[config.mk]
export PLATFORM = sky130hd
export DESIGN_NAME = ecc_err_capture
export DESIGN_NICKNAME = d
export VERILOG_FILES = /design/src/rtl/ecc_cap_pkg.sv /design/src/rtl/ecc_cfg_regs.sv /design/src/rtl/ecc_sbe_thresh.sv /design/src/rtl/ecc_err_log.sv /design/src/rtl/ecc_err_capture.sv
export SDC_FILE = /design/constraint.sdc
export NUM_CORES = 1
export LEC_CHECK = 0
export ABC_AREA = 0
export BUFFER_PORTS_ARGS = -buffer_cell sky130_fd_sc_hd__clkbuf_2
export CAP_MARGIN = 20
export CORE_UTILIZATION = 35
export CTS_CLUSTER_DIAMETER = 50
export CTS_CLUSTER_SIZE = 12
export DETAILED_ROUTE_END_ITERATION = 8
export HOLD_SLACK_MARGIN = 0.06
export PLACE_DENSITY = 0.57
export SETUP_SLACK_MARGIN = 0.1
export SYNTH_ARGS = -nofsm -noshare
export SYNTH_HDL_FRONTEND = slang
export SYNTH_SLANG_ARGS = --single-unit
[constraint.sdc]
create_clock -name clk -period 3.6 [get_ports clk]
set_input_delay 0.36 -clock clk [delete_from_list [all_inputs] [get_ports clk]]
set_output_delay 0.36 -clock clk [all_outputs]
set_load 0.005 [all_outputs]
[src/rtl/ecc_cap_pkg.sv]
package ecc_cap_pkg;
  localparam int REG_W = 32;
  localparam logic [3:0] A_DETECT  = 4'd0;
  localparam logic [3:0] A_DISABLE = 4'd1;
  localparam logic [3:0] A_INTEN   = 4'd2;
  localparam logic [3:0] A_SBEMGT  = 4'd3;
  localparam logic [3:0] A_CAP_HI  = 4'd4;
  localparam logic [3:0] A_CAP_LO  = 4'd5;
  localparam logic [3:0] A_CAP_CHK = 4'd6;
  localparam logic [3:0] A_CAP_ADR = 4'd7;
  localparam logic [3:0] A_INJ_HI  = 4'd8;
  localparam logic [3:0] A_INJ_LO  = 4'd9;
  localparam logic [3:0] A_INJ_CTL = 4'd10;
  localparam logic [3:0] A_CONFIG  = 4'd11;
  localparam int DET_MULTI_BIT = 31;
  localparam int THR_LSB       = 16;
endpackage

[src/rtl/ecc_cfg_regs.sv]
module ecc_cfg_regs
  import ecc_cap_pkg::*;
#(
  parameter int ADDR_W = 4,
  parameter int THR_W  = 8
) (
  input  logic              clk,
  input  logic              rst_n,
  input  logic              wr_en,
  input  logic [ADDR_W-1:0] addr,
  input  logic [REG_W-1:0]  wdata,
  output logic [1:0]        dis_q,
  output logic [1:0]        inten_q,
  output logic [THR_W-1:0]  thr_q,
  output logic              narrow_q,
  output logic [REG_W-1:0]  inj_hi_q,
  output logic [REG_W-1:0]  inj_lo_q,
  output logic [REG_W-1:0]  inj_ctl_q
);
  logic [1:0]       dis_n, inten_n;
  logic [THR_W-1:0] thr_n;
  logic             narrow_n;
  logic [REG_W-1:0] inj_hi_n, inj_lo_n, inj_ctl_n;

  always_comb begin
    dis_n     = dis_q;
    inten_n   = inten_q;
    thr_n     = thr_q;
    narrow_n  = narrow_q;
    inj_hi_n  = inj_hi_q;
    inj_lo_n  = inj_lo_q;
    inj_ctl_n = inj_ctl_q;
    if (wr_en) begin
      unique case (addr)
        ADDR_W'(A_DISABLE): dis_n     = wdata[1:0];
        ADDR_W'(A_INTEN):   inten_n   = wdata[1:0];
        ADDR_W'(A_SBEMGT):  thr_n     = wdata[THR_LSB +: THR_W];
        ADDR_W'(A_CONFIG):  narrow_n  = wdata[0];
        ADDR_W'(A_INJ_HI):  inj_hi_n  = wdata;
        ADDR_W'(A_INJ_LO):  inj_lo_n  = wdata;
        ADDR_W'(A_INJ_CTL): inj_ctl_n = wdata;
        default: ;
      endcase
    end
  end

  always_ff @(posedge clk or negedge rst_n) begin
    if (!rst_n) begin
      dis_q     <= '0;
      inten_q   <= '0;
      thr_q     <= '0;
      narrow_q  <= 1'b0;
      inj_hi_q  <= '0;
      inj_lo_q  <= '0;
      inj_ctl_q <= '0;
    end else if (wr_en) begin
      dis_q     <= dis_n;
      inten_q   <= inten_n;
      thr_q     <= thr_n;
      narrow_q  <= narrow_n;
      inj_hi_q  <= inj_hi_n;
      inj_lo_q  <= inj_lo_n;
      inj_ctl_q <= inj_ctl_n;
    end
  end
endmodule

[src/rtl/ecc_sbe_thresh.sv]
module ecc_sbe_thresh #(
  parameter int THR_W = 8
) (
  input  logic             clk,
  input  logic             rst_n,
  input  logic             sbe_evt,
  input  logic [THR_W-1:0] thr,
  output logic [THR_W-1:0] cnt_q,
  output logic             hit
);
  logic [THR_W-1:0] cnt_n;
  logic [THR_W:0]   cnt_inc;

  assign cnt_inc = {1'b0, cnt_q} + 1'b1;

  always_comb begin
    cnt_n = cnt_q;
    hit   = 1'b0;
    if (thr == '0) begin
      cnt_n = '0;
    end else if (sbe_evt) begin
      if (cnt_inc >= {1'b0, thr}) begin
        cnt_n = '0;
        hit   = 1'b1;
      end else begin
        cnt_n = cnt_inc[THR_W-1:0];
      end
    end
  end

  always_ff @(posedge clk or negedge rst_n) begin
    if (!rst_n) cnt_q <= '0;
    else        cnt_q <= cnt_n;
  end

  // the threshold hit only fires from a live event with a nonzero limit
  p_hit_needs_limit_r6: assert property (@(posedge clk) disable iff (!rst_n)
    hit |-> (sbe_evt && thr != '0));
endmodule

[src/rtl/ecc_err_log.sv]
module ecc_err_log #(
  parameter int AW    = 32,
  parameter int DW    = 64,
  parameter int CW    = 8
) (
  input  logic          clk,
  input  logic          rst_n,
  input  logic          set_sbe,
  input  logic          set_mbe,
  input  logic [2:0]    clr,
  input  logic          narrow,
  input  logic [AW-1:0] evt_addr,
  input  logic [DW-1:0] evt_data,
  input  logic [CW-1:0] evt_chk,
  output logic [2:0]    det_q,
  output logic [AW-1:0] cap_addr_q,
  output logic [DW-1:0] cap_data_q,
  output logic [CW-1:0] cap_chk_q
);
  localparam int HDW = DW / 2;
  localparam int HCW = CW / 2;

  logic          any_set, load, multi_set;
  logic [2:0]    det_n;
  logic [DW-1:0] data_n;
  logic [CW-1:0] chk_n;

  assign any_set   = set_sbe | set_mbe;
  assign load      = any_set & (det_q == 3'b000);
  assign multi_set = any_set & (det_q != 3'b000);

  always_comb begin
    det_n = (det_q & ~clr) | {multi_set, set_mbe, set_sbe};
    if (narrow) begin
      data_n = {{HDW{1'b0}}, evt_data[HDW-1:0]};
      chk_n  = {{HCW{1'b0}}, evt_chk[HCW-1:0]};
    end else begin
      data_n = evt_data;
      chk_n  = evt_chk;
    end
  end

  always_ff @(posedge clk or negedge rst_n) begin
    if (!rst_n) det_q <= '0;
    else        det_q <= det_n;
  end

  always_ff @(posedge clk or negedge rst_n) begin
    if (!rst_n) begin
      cap_addr_q <= '0;
      cap_data_q <= '0;
      cap_chk_q  <= '0;
    end else if (load) begin
      cap_addr_q <= evt_addr;
      cap_data_q <= data_n;
      cap_chk_q  <= chk_n;
    end
  end

  // a held error keeps its capture through the next cycle
  p_capture_held_r7: assert property (@(posedge clk) disable iff (!rst_n)
    (det_q != 3'b000) |=> ($stable(cap_addr_q) && $stable(cap_data_q)));
  // the uncorrectable flag rises only from an uncorrectable event
  p_mbe_from_event_r2: assert property (@(posedge clk) disable iff (!rst_n)
    $rose(det_q[1]) |-> $past(set_mbe));
endmodule

[src/rtl/ecc_err_capture.sv]
module ecc_err_capture
  import ecc_cap_pkg::*;
#(
  parameter int ADDR_W = 4,
  parameter int THR_W  = 8,
  parameter int EAW    = 32
) (
  input  logic              clk,
  input  logic              rst_n,
  input  logic              reg_wr,
  input  logic [ADDR_W-1:0] reg_addr,
  input  logic [31:0]       reg_wdata,
  output logic [31:0]       reg_rdata,
  input  logic              evt_valid,
  input  logic              evt_sbe,
  input  logic              evt_mbe,
  input  logic [EAW-1:0]    evt_addr,
  input  logic [63:0]       evt_data,
  input  logic [7:0]        evt_chk,
  output logic [63:0]       inj_data_mask,
  output logic [31:0]       inj_ctrl,
  output logic              irq
);
  logic [1:0]       dis_q, inten_q;
  logic [THR_W-1:0] thr_q, cnt_q;
  logic             narrow_q, sbe_ok, mbe_ok, sbe_hit, irq_n;
  logic [31:0]      inj_hi_q, inj_lo_q;
  logic [2:0]       det_q, clr;
  logic [EAW-1:0]   cap_addr_q;
  logic [63:0]      cap_data_q;
  logic [7:0]       cap_chk_q;

  ecc_cfg_regs #(.ADDR_W(ADDR_W), .THR_W(THR_W)) u_cfg (
    .clk(clk), .rst_n(rst_n), .wr_en(reg_wr), .addr(reg_addr),
    .wdata(reg_wdata), .dis_q(dis_q), .inten_q(inten_q), .thr_q(thr_q),
    .narrow_q(narrow_q), .inj_hi_q(inj_hi_q), .inj_lo_q(inj_lo_q),
    .inj_ctl_q(inj_ctrl)
  );

  assign sbe_ok = evt_valid & evt_sbe & ~dis_q[0];
  assign mbe_ok = evt_valid & evt_mbe & ~dis_q[1];
  assign clr    = (reg_wr && reg_addr == ADDR_W'(A_DETECT))
                  ? {reg_wdata[DET_MULTI_BIT], reg_wdata[1:0]} : 3'b000;

  ecc_sbe_thresh #(.THR_W(THR_W)) u_thr (
    .clk(clk), .rst_n(rst_n), .sbe_evt(sbe_ok), .thr(thr_q),
    .cnt_q(cnt_q), .hit(sbe_hit)
  );

  ecc_err_log #(.AW(EAW), .DW(64), .CW(8)) u_log (
    .clk(clk), .rst_n(rst_n), .set_sbe(sbe_hit), .set_mbe(mbe_ok),
    .clr(clr), .narrow(narrow_q), .evt_addr(evt_addr), .evt_data(evt_data),
    .evt_chk(evt_chk), .det_q(det_q), .cap_addr_q(cap_addr_q),
    .cap_data_q(cap_data_q), .cap_chk_q(cap_chk_q)
  );

  assign inj_data_mask = {inj_hi_q, inj_lo_q};
  assign irq_n         = |(det_q[1:0] & inten_q);

  always_ff @(posedge clk or negedge rst_n) begin
    if (!rst_n) irq <= 1'b0;
    else        irq <= irq_n;
  end

  always_comb begin
    reg_rdata = '0;
    unique case (reg_addr)
      ADDR_W'(A_DETECT):  reg_rdata = {det_q[2], 29'b0, det_q[1:0]};
      ADDR_W'(A_DISABLE): reg_rdata = {30'b0, dis_q};
      ADDR_W'(A_INTEN):   reg_rdata = {30'b0, inten_q};
      ADDR_W'(A_SBEMGT):  begin
        reg_rdata[THR_LSB +: THR_W] = thr_q;
        reg_rdata[THR_W-1:0]        = cnt_q;
      end
      ADDR_W'(A_CAP_HI):  reg_rdata = cap_data_q[63:32];
      ADDR_W'(A_CAP_LO):  reg_rdata = cap_data_q[31:0];
      ADDR_W'(A_CAP_CHK): reg_rdata = {24'b0, cap_chk_q};
      ADDR_W'(A_CAP_ADR): reg_rdata = 32'(cap_addr_q);
      ADDR_W'(A_INJ_HI):  reg_rdata = inj_hi_q;
      ADDR_W'(A_INJ_LO):  reg_rdata = inj_lo_q;
      ADDR_W'(A_INJ_CTL): reg_rdata = inj_ctrl;
      ADDR_W'(A_CONFIG):  reg_rdata = {31'b0, narrow_q};
      default:            reg_rdata = '0;
    endcase
  end

  // a disabled correctable type never raises its detect flag
  p_sbe_disabled_r4: assert property (@(posedge clk) disable iff (!rst_n)
    $rose(det_q[0]) |-> $past(evt_valid && evt_sbe && !dis_q[0]));
  // with every enable clear the interrupt line is low a cycle later
  p_irq_masked_r5: assert property (@(posedge clk) disable iff (!rst_n)
    (inten_q == 2'b00) |=> !irq);
endmodule

## Word-level counts from Yosys, hierarchy flattened

Cells that the tools add are included.
W data, S select, Z words.

| storage, ports and cells | value |
|---|---|
| register bits after elaboration | 225 |
| input bits | 146 |
| word-level logic and storage cells | 66 |

| operators by class | value |
|---|---|
| add/subtract/negate cells | 1 |
| magnitude comparators | 1 |
| equality and inequality tests | 11 |
| muxes and demuxes | 13 |
| bitwise operators | 13 |
| reductions and logical operators | 14 |

Operator list:

| operator | number |
|---|---|
| $pmux W8 S7 | 2 |
| $pmux W8 S12 | 1 |
| $mux W64 | 1 |
| $pmux W8 S6 | 1 |
| $mux W8 | 4 |
| $eq A4 B3 Y1 const B | 4 |
| $eq A4 B4 Y1 const B | 4 |
| $reduce_and A2 Y1 | 7 |
| $add A8 B1 Y9 const B | 1 |
| $ge A9 B8 Y1 | 1 |
| $eq A4 B2 Y1 const B | 2 |
| $logic_not A8 Y1 | 1 |
| $and A1 B1 Y1 | 6 |
| $eq A4 B1 Y1 const B | 1 |
| $logic_not A4 Y1 | 1 |
| $and A3 B3 Y3 | 1 |
| $logic_not A3 Y1 | 1 |
| $mux W1 | 3 |
| $mux W3 | 1 |
| $not A3 Y3 | 1 |
| $or A3 B3 Y3 | 1 |
| $reduce_bool A3 Y1 | 1 |
| $and A2 B2 Y2 | 1 |
| $not A1 Y1 | 2 |
| other kinds (4) | 4 |

## Depth between registers and ports, before layout

| logic depth | value |
|---|---|
| depth after elaboration | 8 |
| gate-level depth with buffers | 13 |
| mapped depth without buffers | 11 |

## By module

A second synthesis with hierarchy kept.

| unflattened totals | value |
|---|---|
| cells, all modules | 843 |
| area, all modules | 11477.3 µm² |

By module, submodules not included:

| module | times used | cells each | area each (µm²) | sequential area each (µm²) |
|---|---|---|---|---|
| ecc_err_log | 1 | 271 | 4548.1 | 2677.6 |
| ecc_cfg_regs | 1 | 239 | 4269.1 | 2727.6 |
| ecc_err_capture | 1 | 259 | 1961.9 | 25.0 |
| ecc_sbe_thresh | 1 | 74 | 698.2 | 200.2 |

## Least setup slack after synthesis

Ideal clock, no wire load.

| timing | value |
|---|---|
| path kind | flip-flop to flip-flop |
| start point | register u_thr.cnt_q[0] |
| end point | register u_log.cap_addr_q[0] |
| library setup time | 0.125 ns |
| arrival | 3.196 ns |
| required time | 3.475 ns |
| setup slack | 0.279 ns |
| stages on the path, launching flop included | 14 |
| buffers on the path | 2 |
| clock period less this slack | 3.321 ns |
| cell sequence | dfrtp_1 -> ha_1 -> and3_1 -> and3_1 -> nor2b_1 -> or2_2 -> ha_1 -> a21o_1 -> a221o_1 -> a211oi_1 -> a21oi_2 -> buf_6 -> buf_6 -> mux2_4 |

| between the ends | value |
|---|---|
| longest elaborated chain between the ends | 7 |

Ends and longest elaborated chain:

| element | RTL line | source |
|---|---|---|
| start: declaration | ecc_sbe_thresh.sv:8 | `output logic [THR_W-1:0] cnt_q,` |
| start signal: assignment | ecc_sbe_thresh.sv:33 | `else cnt_q <= cnt_n;` |
| $add A8 B1 Y9 | ecc_sbe_thresh.sv:14 | `assign cnt_inc = {1'b0, cnt_q} + 1'b1;` |
| $ge A9 B8 Y1 | ecc_sbe_thresh.sv:22 | `if (cnt_inc >= {1'b0, thr}) begin` |
| $mux W1 | ecc_sbe_thresh.sv:22 |  |
| $mux W1 | ecc_sbe_thresh.sv:21 | `end else if (sbe_evt) begin` |
| $mux W1 | ecc_sbe_thresh.sv:19 | `if (thr == '0) begin` |
| $or A1 B1 Y1 | ecc_err_log.sv:28 | `assign any_set = set_sbe \| set_mbe;` |
| $and A1 B1 Y1 | ecc_err_log.sv:29 | `assign load = any_set & (det_q == 3'b000);` |
| end signal: assignment | ecc_err_log.sv:54 | `cap_addr_q <= evt_addr;` |
| end: declaration | ecc_err_log.sv:16 | `output logic [AW-1:0] cap_addr_q,` |

Every way passes these cells.
A chain may end at the register's enable or synchronous reset.

## Worst setup path in the final report

| timing | value |
|---|---|
| start point | register u_thr.cnt_q[0] |
| end point | register u_log.cap_data_q[1] |

| between the ends | value |
|---|---|
| longest elaborated chain between the ends | 7 |

Ends and longest elaborated chain:

| element | RTL line | source |
|---|---|---|
| $add A8 B1 Y9 | ecc_sbe_thresh.sv:14 |  |
| $ge A9 B8 Y1 | ecc_sbe_thresh.sv:22 |  |
| $mux W1 | ecc_sbe_thresh.sv:22 |  |
| $mux W1 | ecc_sbe_thresh.sv:21 |  |
| $mux W1 | ecc_sbe_thresh.sv:19 |  |
| $or A1 B1 Y1 | ecc_err_log.sv:28 |  |
| $and A1 B1 Y1 | ecc_err_log.sv:29 |  |
| end signal: assignment | ecc_err_log.sv:55 | `cap_data_q <= data_n;` |
| end: declaration | ecc_err_log.sv:17 | `output logic [DW-1:0] cap_data_q,` |

Every way passes these cells.

==> flow_summary.toml <==
[timing]
rsz0062_at_grt = "false"
slew_viol_final = 0
fmax_ghz = 0.294
holdWs_ps = 73.3
setup_ws_ps = 199
final.min_clock_period_ps = 3400
hold_viol = 0
clock_skew_ps = 16.5
worst_slew_pin_slew_ps = 820
timing.setup.tns_ps = 0
max-slew-margin-rel_pct = 45.4
setup_violations = 0
period_share_pct = 94.5

[routing]
wirelength_um = 34100
drt-wirelength-per-cell_um = 21.9
via_per_inst = 5.24
drc = 0
ant_nets = 0
via_count = 8147
drt_iter0_drc = 486
firstDrtPassIters = 5

[finish]
fill_cells = 2757
fin_area_um2 = 14100
drive_gt1_share_pct = 51.1
area_growth_pct = 34.4
fin_nets = 1301

[die]
start_util_pct = 35.5
die_area_um2 = 30800
io_pins = 275
coreArea_um2 = 29600
die_x_um = 175
num_rows = 63
die_h_um = 175

[global_route]
grt_overflow_total = 0
antenna_found_initial = 1
grt_usage_pct = 21.6
grt_pass1_vias = 8383
grt_pass1_wl_um = 50900
grt_max_degree = 100

[clock_network]
cts_buffers = 29
root_buffer = "clkbuf_16"
htreeDepth = 1
cts_buffer_depth = 3
clk_latency_ps = 540
clk_pin_slew_ps = 60
cts_tree = "done"
cts.sinks = 225

[setup_path]
critPathMaxFanout = 8
cp_data_arrival_time_ps = 3820
crit_path_end = "u_log.cap_data_q[1]"
cp-end-kind = "flop"
critPathTopFamily = "simple AND/OR/NAND/NOR gates"
worstReg2RegStart = "u_thr.cnt_q[0]"
crit_chain = "ha_2 -> and3_1 -> and3_1 -> nor2b_1 -> or2_2 -> ha_1 -> a21o_1 -> a221o_1 -> a211oi_2 -> buf_4 -> a21oi_4 -> buf_4 -> clkbuf_16 -> mux2_4"
crit_buf_inv = 3
r2r_setup_slack_ps = 200
critical_path_class = "flop to flop"
critPathSlowestCell = "dfrtp_1"
crit_cells = 14
critPathRequiredTime_ps = 4020
rr_endpoint = "u_log.cap_data_q[1]"
slowest_delay_ps = 380
start_kind = "flop"
rr_worst_depth = 14
crit_start = "u_thr.cnt_q[0]"

[place]
dpl.hpwl_um = 22500
dp_slack_ps = 89.4
place_area_um2 = 12500
portBuffers = 274
place_congestion = 0.830

[synthesis]
avgSynthCellArea_um2 = 13.3
synth_cells = 791
yosysWarnings = 0
async_flop_share_pct = 100
synth_seq_cells = 225
synth_top_area_share_pct = 53.5
synthTopCellsByArea = "dfrtp_1, mux2_2, mux2_4"
synth_area_leader_cell = "dfrtp_1"
synth_edf_count = 0
syn_area_um2 = 10500
ys.flop_type = "dfrtp_1"
ys_types = 46
syn_nets = 946
ys_seq_area_share_pct = 53.5

[worst_hold_path]
hp-class = "primary input to flop"

[outcome]
status = "finished, final reports clean"

[job]
maxCapViolCount = 0

[power]
peakVddDrop_v = 0.000372
power.leakage_uw = 0.00683
p_per_area_nw_per_um2 = 547
==> kinds of logic (layout without fill, tap and decap cells) <==
kind of cell,after synthesis,after routing,synth area share [%]
other cells,0,1,0
flops,225,225,53.5
simple gates,144,144,7.37
xor+xnor,4,4,0.333
mux,219,219,25.5
compound gates,131,131,9.51
fa+ha+maj,9,9,1.07
buf+inv,59,433,2.72
==> worst register-to-register path, stage by stage (launching register included) <==
cell and delay, ps:
dfrtp_1 380, ha_2 210, and3_1 210, and3_1 200
nor2b_1 130, or2_2 280, ha_1 290, a21o_1 160
a221o_1 340, a211oi_2 190, buf_4 160, a21oi_4 80
buf_4 180, clkbuf_16 180, mux2_4 300
==> flip-flops by register name (all words and copies together) (netlist names) <==
name	cells
u_cfg.inj_lo_q	32
u_cfg.inj_hi_q	32
u_cfg.dis_q	2
u_log.det_q	3
u_log.cap_chk_q	8
u_thr.cnt_q	8
u_log.cap_addr_q	32
u_cfg.thr_q	8
u_log.cap_data_q	64
irq	1
u_cfg.inj_ctl_q	32
u_cfg.inten_q	2
u_cfg.narrow_q	1
==> worst min path at each step <==
stage / slack (ps) / from / endpoint / cells after the start
5_1_grt: 60 / evt_data[4] / u_log.cap_data_q[4] / 2
6_report: 70 / evt_data[14] / u_log.cap_data_q[14] / 2
3_3_place_gp: 470 / rst_n / u_cfg.inj_lo_q[27] / 1
2_1_floorplan: 60 / rst_n / irq / 0
3_5_place_dp: 470 / rst_n / u_cfg.inj_ctl_q[27] / 1
4_1_cts: 60 / evt_data[14] / u_log.cap_data_q[14] / 2
==> cells in the mapped netlist, types with 2 or more instances <==
cell / number
nand2b_1: 3
nor2_1: 11
a222oi_1: 11
nor3_1: 7
a31oi_1: 2
a22oi_1: 78
buf_1: 10
a221oi_1: 4
mux2_4: 60
xor2_1: 3
inv_1: 9
nand2_1: 23
nand4_1: 5
o21ai_0: 8
ha_1: 9
or2_2: 2
nor3b_1: 2
nor2b_1: 44
buf_6: 8
nand3_1: 34
mux2_2: 154
nand3b_1: 2
clkbuf_1: 28
a32o_1: 4
buf_2: 4
mux2i_1: 5
a22o_1: 4
a21o_1: 2
a21oi_1: 7
and3_1: 8
dfrtp_1: 225
==> report_power, final <==
group          switching (uW)  total (uW)  internal, uW
registers                 396        3420          3020
logic                     681        1570           892
clock network            1160        2740          1580
==> final cells by class <==
class	instances	area [um2]	area share, %
Inverter	9	33.8	0.239
Tap cell	390	488	3.45
Antenna cell	1	2.50	0.0177
Sequential cell	225	5630	39.8
Clock inverter	15	109	0.770
Timing Repair Buffer	374	2410	17.0
Multi-Input combinational cell	507	4670	33.0
Clock buffer	35	798	5.64
==> cells in the final DEF (no fill, tap or decap), drive strengths merged, types with 2 or more instances in the layout <==
master | synthesis | routed
inv | 9 | 13
nand3b | 2 | 2
or2 | 2 | 2
o21ai | 9 | 9
nand4 | 5 | 5
mux2i | 5 | 5
a21o | 2 | 2
clkbuf | 28 | 310
nor3 | 7 | 7
a31oi | 2 | 2
ha | 9 | 9
a22oi | 78 | 78
nand2b | 3 | 3
and3 | 8 | 8
a32o | 4 | 4
buf | 22 | 39
a22o | 4 | 4
mux2 | 214 | 214
a21oi | 8 | 8
a221oi | 4 | 4
xor2 | 3 | 3
dfrtp | 225 | 225
a222oi | 11 | 11
nand2 | 23 | 23
or4 | 2 | 2
nand3 | 34 | 34
nor2 | 11 | 11
nor2b | 44 | 44
nor3b | 2 | 2
clkinv | 0 | 7
dlygate4sd3 | 0 | 60
clkinvlp | 0 | 4
==> stage by stage <==
stage	power (uW)	instances	utilization, %
3_3_place_gp	4930	1438	42.2
6_report	7730	1556	47.7
2_1_floorplan	4150	791	-
5_1_grt	8110	1555	47.7
4_1_cts	7780	1548	47.3
3_5_place_dp	4960	1438	42.2
==> layer usage <==
metal  wire, um  part of all wire (%)  GRT usage, %
met2      16200                    48          35.3
met1      14900                    44          29.3
met5          0                     0             0
met4        828                   2.4          6.20
met3       2150                   6.3          4.09
==> what timing repair did <==
item | 4_1_cts | 5_1_grt
setup endpoints to repair | 40 | 104
cloned | 0 | 3
endpoints found under the hold margin | 156 | 0
hold buffers | 60 | 0
resized for setup | 2 | 6
pin swaps | 0 | 1
buffers inserted | 0 | 4
(Power assumes the default switching activity.)
